===== config.mk =====
export PLATFORM = sky130hd
export DESIGN_NAME = logexp_div
export DESIGN_NICKNAME = d
export VERILOG_FILES = /design/src/rtl/logexp_div_pkg.sv /design/src/rtl/logexp_div_ctrl.sv /design/src/rtl/logexp_div_path.sv /design/src/rtl/logexp_div.sv
export SDC_FILE = /design/constraint.sdc
export NUM_CORES = 1
export LEC_CHECK = 0
export BUFFER_PORTS_ARGS = -buffer_cell sky130_fd_sc_hd__buf_2
export CORE_UTILIZATION = 36
export DETAILED_ROUTE_END_ITERATION = 8
export PLACE_DENSITY = 0.52
export SYNTH_ARGS = -nofsm -noshare
export SYNTH_HDL_FRONTEND = slang
export SYNTH_SLANG_ARGS = --single-unit

===== constraint.sdc =====
create_clock -name clk -period 4.1 [get_ports clk]
set_clock_uncertainty 0.05 [all_clocks]
set_input_delay 0.205 -clock clk [delete_from_list [all_inputs] [get_ports clk]]
set_output_delay 0.205 -clock clk [all_outputs]
set_load 0.01 [all_outputs]

===== src/rtl/logexp_div_pkg.sv =====
package logexp_div_pkg;

  // Load strobes from control to datapath, one per pipeline stage.
  typedef struct packed {
    logic loadNorm;
    logic loadLog;
    logic loadExp;
  } stageStrobes_t;

  // Four-bit log code of a mantissa fraction index (scale 22.56 per e-fold).
  function automatic logic [3:0] logOfFrac(input logic [4:0] idx);
    logic [3:0] code;
    case (idx)
      5'd0:  code = 4'd0;
      5'd1:  code = 4'd1;
      5'd2:  code = 4'd2;
      5'd3:  code = 4'd2;
      5'd4:  code = 4'd3;
      5'd5:  code = 4'd4;
      5'd6:  code = 4'd4;
      5'd7:  code = 4'd5;
      5'd8:  code = 4'd5;
      5'd9:  code = 4'd6;
      5'd10: code = 4'd6;
      5'd11: code = 4'd7;
      5'd12: code = 4'd7;
      5'd13: code = 4'd8;
      5'd14: code = 4'd8;
      5'd15: code = 4'd9;
      5'd16: code = 4'd9;
      5'd17: code = 4'd10;
      5'd18: code = 4'd10;
      5'd19: code = 4'd11;
      5'd20: code = 4'd11;
      5'd21: code = 4'd12;
      5'd22: code = 4'd12;
      5'd23: code = 4'd12;
      5'd24: code = 4'd13;
      5'd25: code = 4'd13;
      5'd26: code = 4'd14;
      5'd27: code = 4'd14;
      5'd28: code = 4'd14;
      default: code = 4'd15;
    endcase
    return code;
  endfunction

  // Mantissa of 32*exp(k/22.56); entry 16 would be close to 64, so wrapped
  // negative steps read the doubled value.
  function automatic logic [5:0] expOfStep(input logic [3:0] k);
    logic [5:0] m;
    case (k)
      4'd0:  m = 6'd32;
      4'd1:  m = 6'd33;
      4'd2:  m = 6'd35;
      4'd3:  m = 6'd37;
      4'd4:  m = 6'd38;
      4'd5:  m = 6'd40;
      4'd6:  m = 6'd42;
      4'd7:  m = 6'd44;
      4'd8:  m = 6'd46;
      4'd9:  m = 6'd48;
      4'd10: m = 6'd50;
      4'd11: m = 6'd52;
      4'd12: m = 6'd54;
      4'd13: m = 6'd57;
      4'd14: m = 6'd60;
      default: m = 6'd62;
    endcase
    return m;
  endfunction

endpackage


===== src/rtl/logexp_div_ctrl.sv =====
module logexp_div_ctrl
  import logexp_div_pkg::*;
(
  input  logic          clk,
  input  logic          rst,
  input  logic          start,
  output stageStrobes_t strobes,
  output logic          resultValid
);

  logic normValid;
  logic logValid;
  logic expValid;

  always_ff @(posedge clk) begin
    if (rst) begin
      normValid <= 1'b0;
      logValid  <= 1'b0;
      expValid  <= 1'b0;
    end else begin
      normValid <= start;
      logValid  <= normValid;
      expValid  <= logValid;
    end
  end

  always_comb begin
    strobes.loadNorm = start;
    strobes.loadLog  = normValid;
    strobes.loadExp  = logValid;
  end

  assign resultValid = expValid;

  // with nothing in flight and no new start, no result may appear next cycle
  assert_no_phantom_R2: assert property (@(posedge clk) disable iff (rst)
    (!start && !normValid && !logValid) |=> !resultValid);

endmodule


===== src/rtl/logexp_div_path.sv =====
module logexp_div_path
  import logexp_div_pkg::*;
#(
  parameter int OPW    = 9,
  parameter int MAXEXP = 2
) (
  input  logic              clk,
  input  logic              rst,
  input  stageStrobes_t     strobes,
  input  logic [OPW-1:0]    dividend,
  input  logic [OPW-1:0]    divisor,
  output logic [MAXEXP+5:0] quotient,
  output logic              resultError
);

  localparam int SHW = OPW - 6;
  localparam int EW  = $clog2(OPW) + 2;
  localparam int QW  = MAXEXP + 6;
  localparam logic signed [EW-1:0] ONE_E = EW'(1);
  localparam logic signed [EW-1:0] TOP_E = EW'(MAXEXP);
  localparam logic signed [5:0]    DMAX  = 6'sd15;
  localparam logic signed [5:0]    DMIN  = -6'sd15;

  function automatic logic [EW-1:0] shiftCount(input logic [OPW-1:0] v);
    logic [OPW-1:0] t;
    logic [EW-1:0]  c;
    t = v;
    c = '0;
    for (int i = 0; i < SHW; i++) begin
      if (t >= OPW'(64)) begin
        t = t >> 1;
        c = c + EW'(1);
      end
    end
    return c;
  endfunction

  // ---------------- stage 1: normalize ----------------
  logic [EW-1:0]  shA, shB;
  logic [OPW-1:0] mantA, mantB;
  logic           lowOperand;

  always_comb begin
    shA        = shiftCount(dividend);
    shB        = shiftCount(divisor);
    mantA      = dividend >> shA;
    mantB      = divisor >> shB;
    lowOperand = (dividend < OPW'(32)) || (divisor < OPW'(32));
  end

  logic [4:0]           fracA1, fracB1;
  logic signed [EW-1:0] expo1;
  logic                 err1;

  always_ff @(posedge clk) begin
    if (rst) begin
      fracA1 <= '0;
      fracB1 <= '0;
      expo1  <= '0;
      err1   <= 1'b0;
    end else if (strobes.loadNorm) begin
      fracA1 <= mantA[4:0];
      fracB1 <= mantB[4:0];
      expo1  <= $signed(shA) - $signed(shB);
      err1   <= lowOperand;
    end
  end

  // ---------------- stage 2: log lookup and subtract ----------------
  logic signed [5:0]    diffNext;
  logic signed [EW-1:0] expoCorr;

  always_comb begin
    diffNext = $signed({2'b00, logOfFrac(fracA1)}) - $signed({2'b00, logOfFrac(fracB1)});
    expoCorr = diffNext[5] ? (expo1 - ONE_E) : expo1;
  end

  logic signed [5:0]    diff2;
  logic signed [EW-1:0] expo2;
  logic                 err2;

  always_ff @(posedge clk) begin
    if (rst) begin
      diff2 <= '0;
      expo2 <= '0;
      err2  <= 1'b0;
    end else if (strobes.loadLog) begin
      diff2 <= diffNext;
      expo2 <= expoCorr;
      err2  <= err1;
    end
  end

  // log codes stay within four bits, so the difference spans -15..15
  assert_diff_span_R4: assert property (@(posedge clk) disable iff (rst)
    strobes.loadExp |-> (diff2 >= DMIN && diff2 <= DMAX));

  // ---------------- stage 3: exp lookup and denormalize ----------------
  logic          scaleBad;
  logic [QW-1:0] scaled;

  always_comb begin
    scaleBad = err2 || (expo2 < 0) || (expo2 > TOP_E);
    scaled   = {{(QW-6){1'b0}}, expOfStep(diff2[3:0])} << $unsigned(expo2);
  end

  always_ff @(posedge clk) begin
    if (rst) begin
      quotient    <= '0;
      resultError <= 1'b0;
    end else if (strobes.loadExp) begin
      quotient    <= scaleBad ? '0 : scaled;
      resultError <= scaleBad;
    end
  end

endmodule


===== src/rtl/logexp_div.sv =====
module logexp_div
  import logexp_div_pkg::*;
#(
  parameter int OPW    = 9,
  parameter int MAXEXP = 2
) (
  input  logic              clk,
  input  logic              rst,
  input  logic              start,
  input  logic [OPW-1:0]    dividend,
  input  logic [OPW-1:0]    divisor,
  output logic [MAXEXP+5:0] quotient,
  output logic              resultValid,
  output logic              resultError
);

  stageStrobes_t strobes;

  logexp_div_ctrl u_ctrl (
    .clk         (clk),
    .rst         (rst),
    .start       (start),
    .strobes     (strobes),
    .resultValid (resultValid)
  );

  logexp_div_path #(
    .OPW    (OPW),
    .MAXEXP (MAXEXP)
  ) u_path (
    .clk         (clk),
    .rst         (rst),
    .strobes     (strobes),
    .dividend    (dividend),
    .divisor     (divisor),
    .quotient    (quotient),
    .resultError (resultError)
  );

  // a flagged result carries a zero quotient
  assert_err_zero_R7: assert property (@(posedge clk) disable iff (rst)
    (resultValid && resultError) |-> (quotient == '0));

  // a clean result is at least 1.0, since the smallest table entry is 32
  assert_quot_floor_R6: assert property (@(posedge clk) disable iff (rst)
    (resultValid && !resultError) |-> (quotient >= (MAXEXP+6)'(32)));

endmodule


Word level (Yosys, flattened, before mapping). Memories as Yosys holds them, arrays and structs flattened. A register that Yosys moved wholly into a read port is not among the register bits. Index checks and enable logic that the tools add are counted.

Add/subtract/negate cells: 7. Order comparisons: 10. Shift operators: 3. Multiplexer cells: 18. Reduce and logical (&&, ||, !) cells: 3.

Operators by type and width (count): $ge A9 B7 Y1 const B (6); $mux W9 (4); $mux W6 (5); $mux W5 (4); $add A6 B1 Y6 const B (3); $lt A9 B6 Y1 const B (2); $shr A9 B6 Y5 (2); $mux W4 (2); $mux W8 (1); $shl A6 B6 Y8 (1); $gt A6 B3 Y1 const B (1); $lt A6 B1 Y1 const B (1); $sub A6 B2 Y6 const B (1); $sub A6 B6 Y6 (1); $sub A4 B4 Y5 (1); $logic_or A1 B1 Y1 (3); $add A1 B1 Y2 const B (1); $mux W1 (2).

Register bits after elaboration: 40. Bits in read-only memories: 336. Output and inout port bits: 10. Logic and storage cells: 56. Memories kept: 3.

Memories: (no name shown) (depth 32, bits a word 4, rd ports 1, clocked after memory_dff 1, wr ports 0, RTL line logexp_div_pkg.sv:13) `case (idx)`; (no name shown) (depth 32, bits a word 4, rd ports 1, clocked after memory_dff 1, wr ports 0, RTL line logexp_div_pkg.sv:13); (no name shown) (depth 16, bits a word 5, rd ports 1, clocked after memory_dff 1, wr ports 0, RTL line logexp_div_pkg.sv:52) `case (k)`.

Longest topological paths before layout.
Depth in word-level cells: 9. Mapped depth: 18. Gate-level depth less buffers: 16.

By module. A second synthesis with hierarchy kept.

Cell total of the unflattened synthesis: 423. Area total of the unflattened synthesis: 3547.2 um^2.

Modules (own cells, without submodules): logexp_div_path (instances 1, cells an instance 414, area each 3445.8 um^2); logexp_div_ctrl (instances 1, cells an instance 9, area each 101.3 um^2).

Worst setup path after synthesis. Ideal clock, no wire load.

Path type: input to register. Start point: input dividend[8]. End point: register with a tool-made name. Setup time: 122 ps. Data arrival time: 3092 ps. Data required time: 3928 ps. Slack: 836 ps. Stages on the path: 16. Path through: clkbuf_1 > buf_2 > or2_2 > nor2_1 > ha_1 > buf_2 > xnor2_2 > mux4_2 > nand2_1 > nand3_1 > nand2_1 > ha_1 > inv_1 > mux2i_1 > a32oi_1 > o32a_1.

RTL lines: start, declared (RTL line logexp_div.sv:10) `input logic [OPW-1:0] dividend,`.

==> impl_metrics.ini <==
[floorplan]
io_pins = 31
die_area_um2 = 10300
rows = 35
core_area_um2 = 9420
die_h_um = 102
initial_utilization_pct = 37.9
die_w_um = 102

[sta]
finalCritPeriodShare_pct = 79.3
setup_violations = 0
final_hold_viol_count = 0
maxSlewHeadroom_pct = 51.3
grt_setup_unrepaired = false
slew_violations = 0
tightest_slew_ns = 0.730
period_minus_slack_ns = 3.25
max_freq_mhz = 307
setup-tns-final_ns = 0

[critical_path]
worstSetupPathType = input pin to register
worstPathRequired_ns = 4.26
startpoint_type = input pin
path_max_fanout = 22
end_kind = register
arrival_ns = 3.41

[synthesis]
synth_fp_nets = 485
synthTopCellsByArea = dfxtp_1 (29%), ha_1 (8.4%), mux2i_1 (7.8%), nor2_1 (5.6%), inv_1 (4.1%)
synth_area_um2 = 3570
ys_async_sr_fraction_pct = 0
synth_compound_area_share_pct = 20.3
synth_top_family_by_area = simple AND/OR/NAND/NOR gates
synth_seq_cells = 52
synth_cells = 437
seq_area_frac_synth_pct = 29.2
ys.flop_type = dfxtp_1
synth_simple_gate_area_share_pct = 20.6
synth_area_leader_cell = dfxtp_1
synth_cell_types = 68
yosysWarningCount = 0
yosysTopAreaCellShare_pct = 29.2
synth_enable_flop_cells = 0
synth_xor_area_share_pct = 2.63
synthAdderAreaFrac_pct = 10.1
synth.avg_cell_area_um2 = 8.17
muxShareOfSynthArea_pct = 9.85

[cts]
cts-buffers-inserted = 5
clk_path_buf_depth = 2
clkSinkCount = 52
holdBufCountCts = 0
root_buffer = clkbuf_8
htree_levels = 2
path_clk_slew_ns = 0.10
clock_latency_ns = 0.31
cts_setup_buffers = 0
tritoncts = built
cts_resized = 0

[routing]
ant_nets = 0
drtIter0Drc = 140
wl_per_cell_um = 13.7
drc = 0
drt-total-wl_um = 7950
viasPerCell = 5.19
firstDrtPassIters = 6
num_vias = 3020

[place]
hpwl_um = 5910
routabilityCongestion = 0.869
io_buffers = 30

[power]
p_per_area_nw_per_um2 = 347
ir_worst_vdd_mv = 0.165
cellLeakagePower_nw = 1.67
power_mw = 1.34

[grt]
grt_pass1_vias = 2842
grt_start_max_net_pins = 40
overflow = 0
grt_pass1_wl_um = 13300
antenna_found_initial = 0
groute.usage.overall_pct = 16.3

[worst_hold_path]
hold_class = input pin to register

[final_layout]
multi_input_area_um2 = 2260
drive_gt1_share_pct = 11.7
seqCellArea_um2 = 1040
syn_to_final_growth_pct = 8.37
antenna_cells = 0
nNetsFinal = 500
nFillCells = 971

[status]
outcome = complete, no violations

[flow_run]
drv_cap = 0
critical path, cell delays in order:
cell and delay [ns]:
buf_2 0.22, or2_2 0.36, nor2_1 0.15, inv_1 0.08
ha_1 0.36, and3_1 0.31, inv_1 0.11, nor3_1 0.05
a311oi_1 0.26, o211a_1 0.22, a21o_1 0.12, inv_1 0.08
ha_1 0.23, a211o_1 0.25, a22o_1 0.23, a31o_1 0.18
synth_stat cells (10+ instances only):
| library cell | count |
|---|---|
| clkbuf_1 | 10 |
| dfxtp_1 | 52 |
| inv_1 | 39 |
| a211oi_1 | 12 |
| nor2_1 | 53 |
| nor3_1 | 18 |
| ha_1 | 24 |
| mux2i_1 | 28 |
| o21ai_0 | 15 |
| nand2_1 | 25 |
| nand2b_1 | 10 |
| a21oi_1 | 19 |
final timing paths:
check / start / end / slack, ns / depth (start not counted)
hold / removal: dividend[5] / u_path.err1$_SDFFE_PP0P_ / 0.34 / 4
setup reg to reg: register / register / 1.55 / 9
setup / recovery: divisor[8] / register / 0.85 / 16
hold reg to reg: u_path.quotient[0]$_SDFFE_PP0P_ / u_path.quotient[0]$_SDFFE_PP0P_ / 0.41 / 2
cell type report:
| cell class | instances | share of cell area (%) |
|---|---|---|
| Clock buffer | 5 | 1.78 |
| Timing Repair Buffer | 31 | 4.07 |
| Multi-Input combinational cell | 321 | 58.5 |
| Tap cell | 129 | 4.17 |
| Clock inverter | 3 | 0.582 |
| Inverter | 41 | 3.98 |
| Sequential cell | 52 | 26.9 |
cells by family after synthesis:
| kind of cell | Yosys count |
|---|---|
| flip-flops | 52 |
| adder cells (fa/ha/maj) | 27 |
| XOR/XNOR | 9 |
| multiplexers | 33 |
| buffers and inverters | 64 |
| AND/OR/NAND/NOR | 150 |
| AO/OA/AOI/OAI | 102 |
through the flow:
step	util (%)	instances	setup slack (ns)	cell area [µm²]	hold WS [ns]
3_3_place_gp	40.1	574	0.631	3780	0.387
6_report	41.1	582	0.847	3870	0.342
5_1_grt	41.1	582	0.552	3870	0.358
4_1_cts	41.1	582	0.875	3870	0.333
3_5_place_dp	40.1	574	0.527	3780	0.398
2_1_floorplan	-	437	0.836	3570	0.305
routing by layer:
metal  share of wire (%)  GRT usage, %  vias to the layer above
li1                    -             -                     1577
met1                  48          20.8                     1395
met2                  49          28.6                       41
met3                 2.3          2.48                        7
met4                0.93          4.35                        0
met5                   0             0                        -
placed cells by master, fill, tap and decap left out, types with 3 or more instances in the layout:
cell	Yosys	layout
fa_1	3	3
nand3b_1	5	5
o211ai_1	3	3
a311oi_1	4	4
xnor2_1	5	5
a21oi_1	19	19
inv_1	39	39
mux2i_1	28	28
a22oi_1	3	3
a211oi_1	12	12
dfxtp_1	52	52
nand2b_1	10	10
and3_1	3	3
a221oi_1	3	3
nor2_1	53	53
a21o_1	5	5
nand4_1	4	4
or2_2	3	3
nor2b_1	5	5
o21ai_0	15	15
nor3_1	18	18
o21a_1	3	3
ha_1	24	24
o31ai_1	3	3
buf_2	8	30
clkbuf_8	0	5
nand2_1	25	25
mux2_2	3	3
nand3_1	9	9
a31oi_1	7	7
report_power, final:
group / total [mW] / internal [mW] / switching (mW) / leakage (nW)
logic: 0.438 / 0.192 / 0.247 / 1.20
clock network: 0.309 / 0.123 / 0.186 / 0.0485
registers: 0.596 / 0.559 / 0.0363 / 0.429
total: 1.34 / 0.874 / 0.469 / 1.67
(Power assumes the default switching activity.)
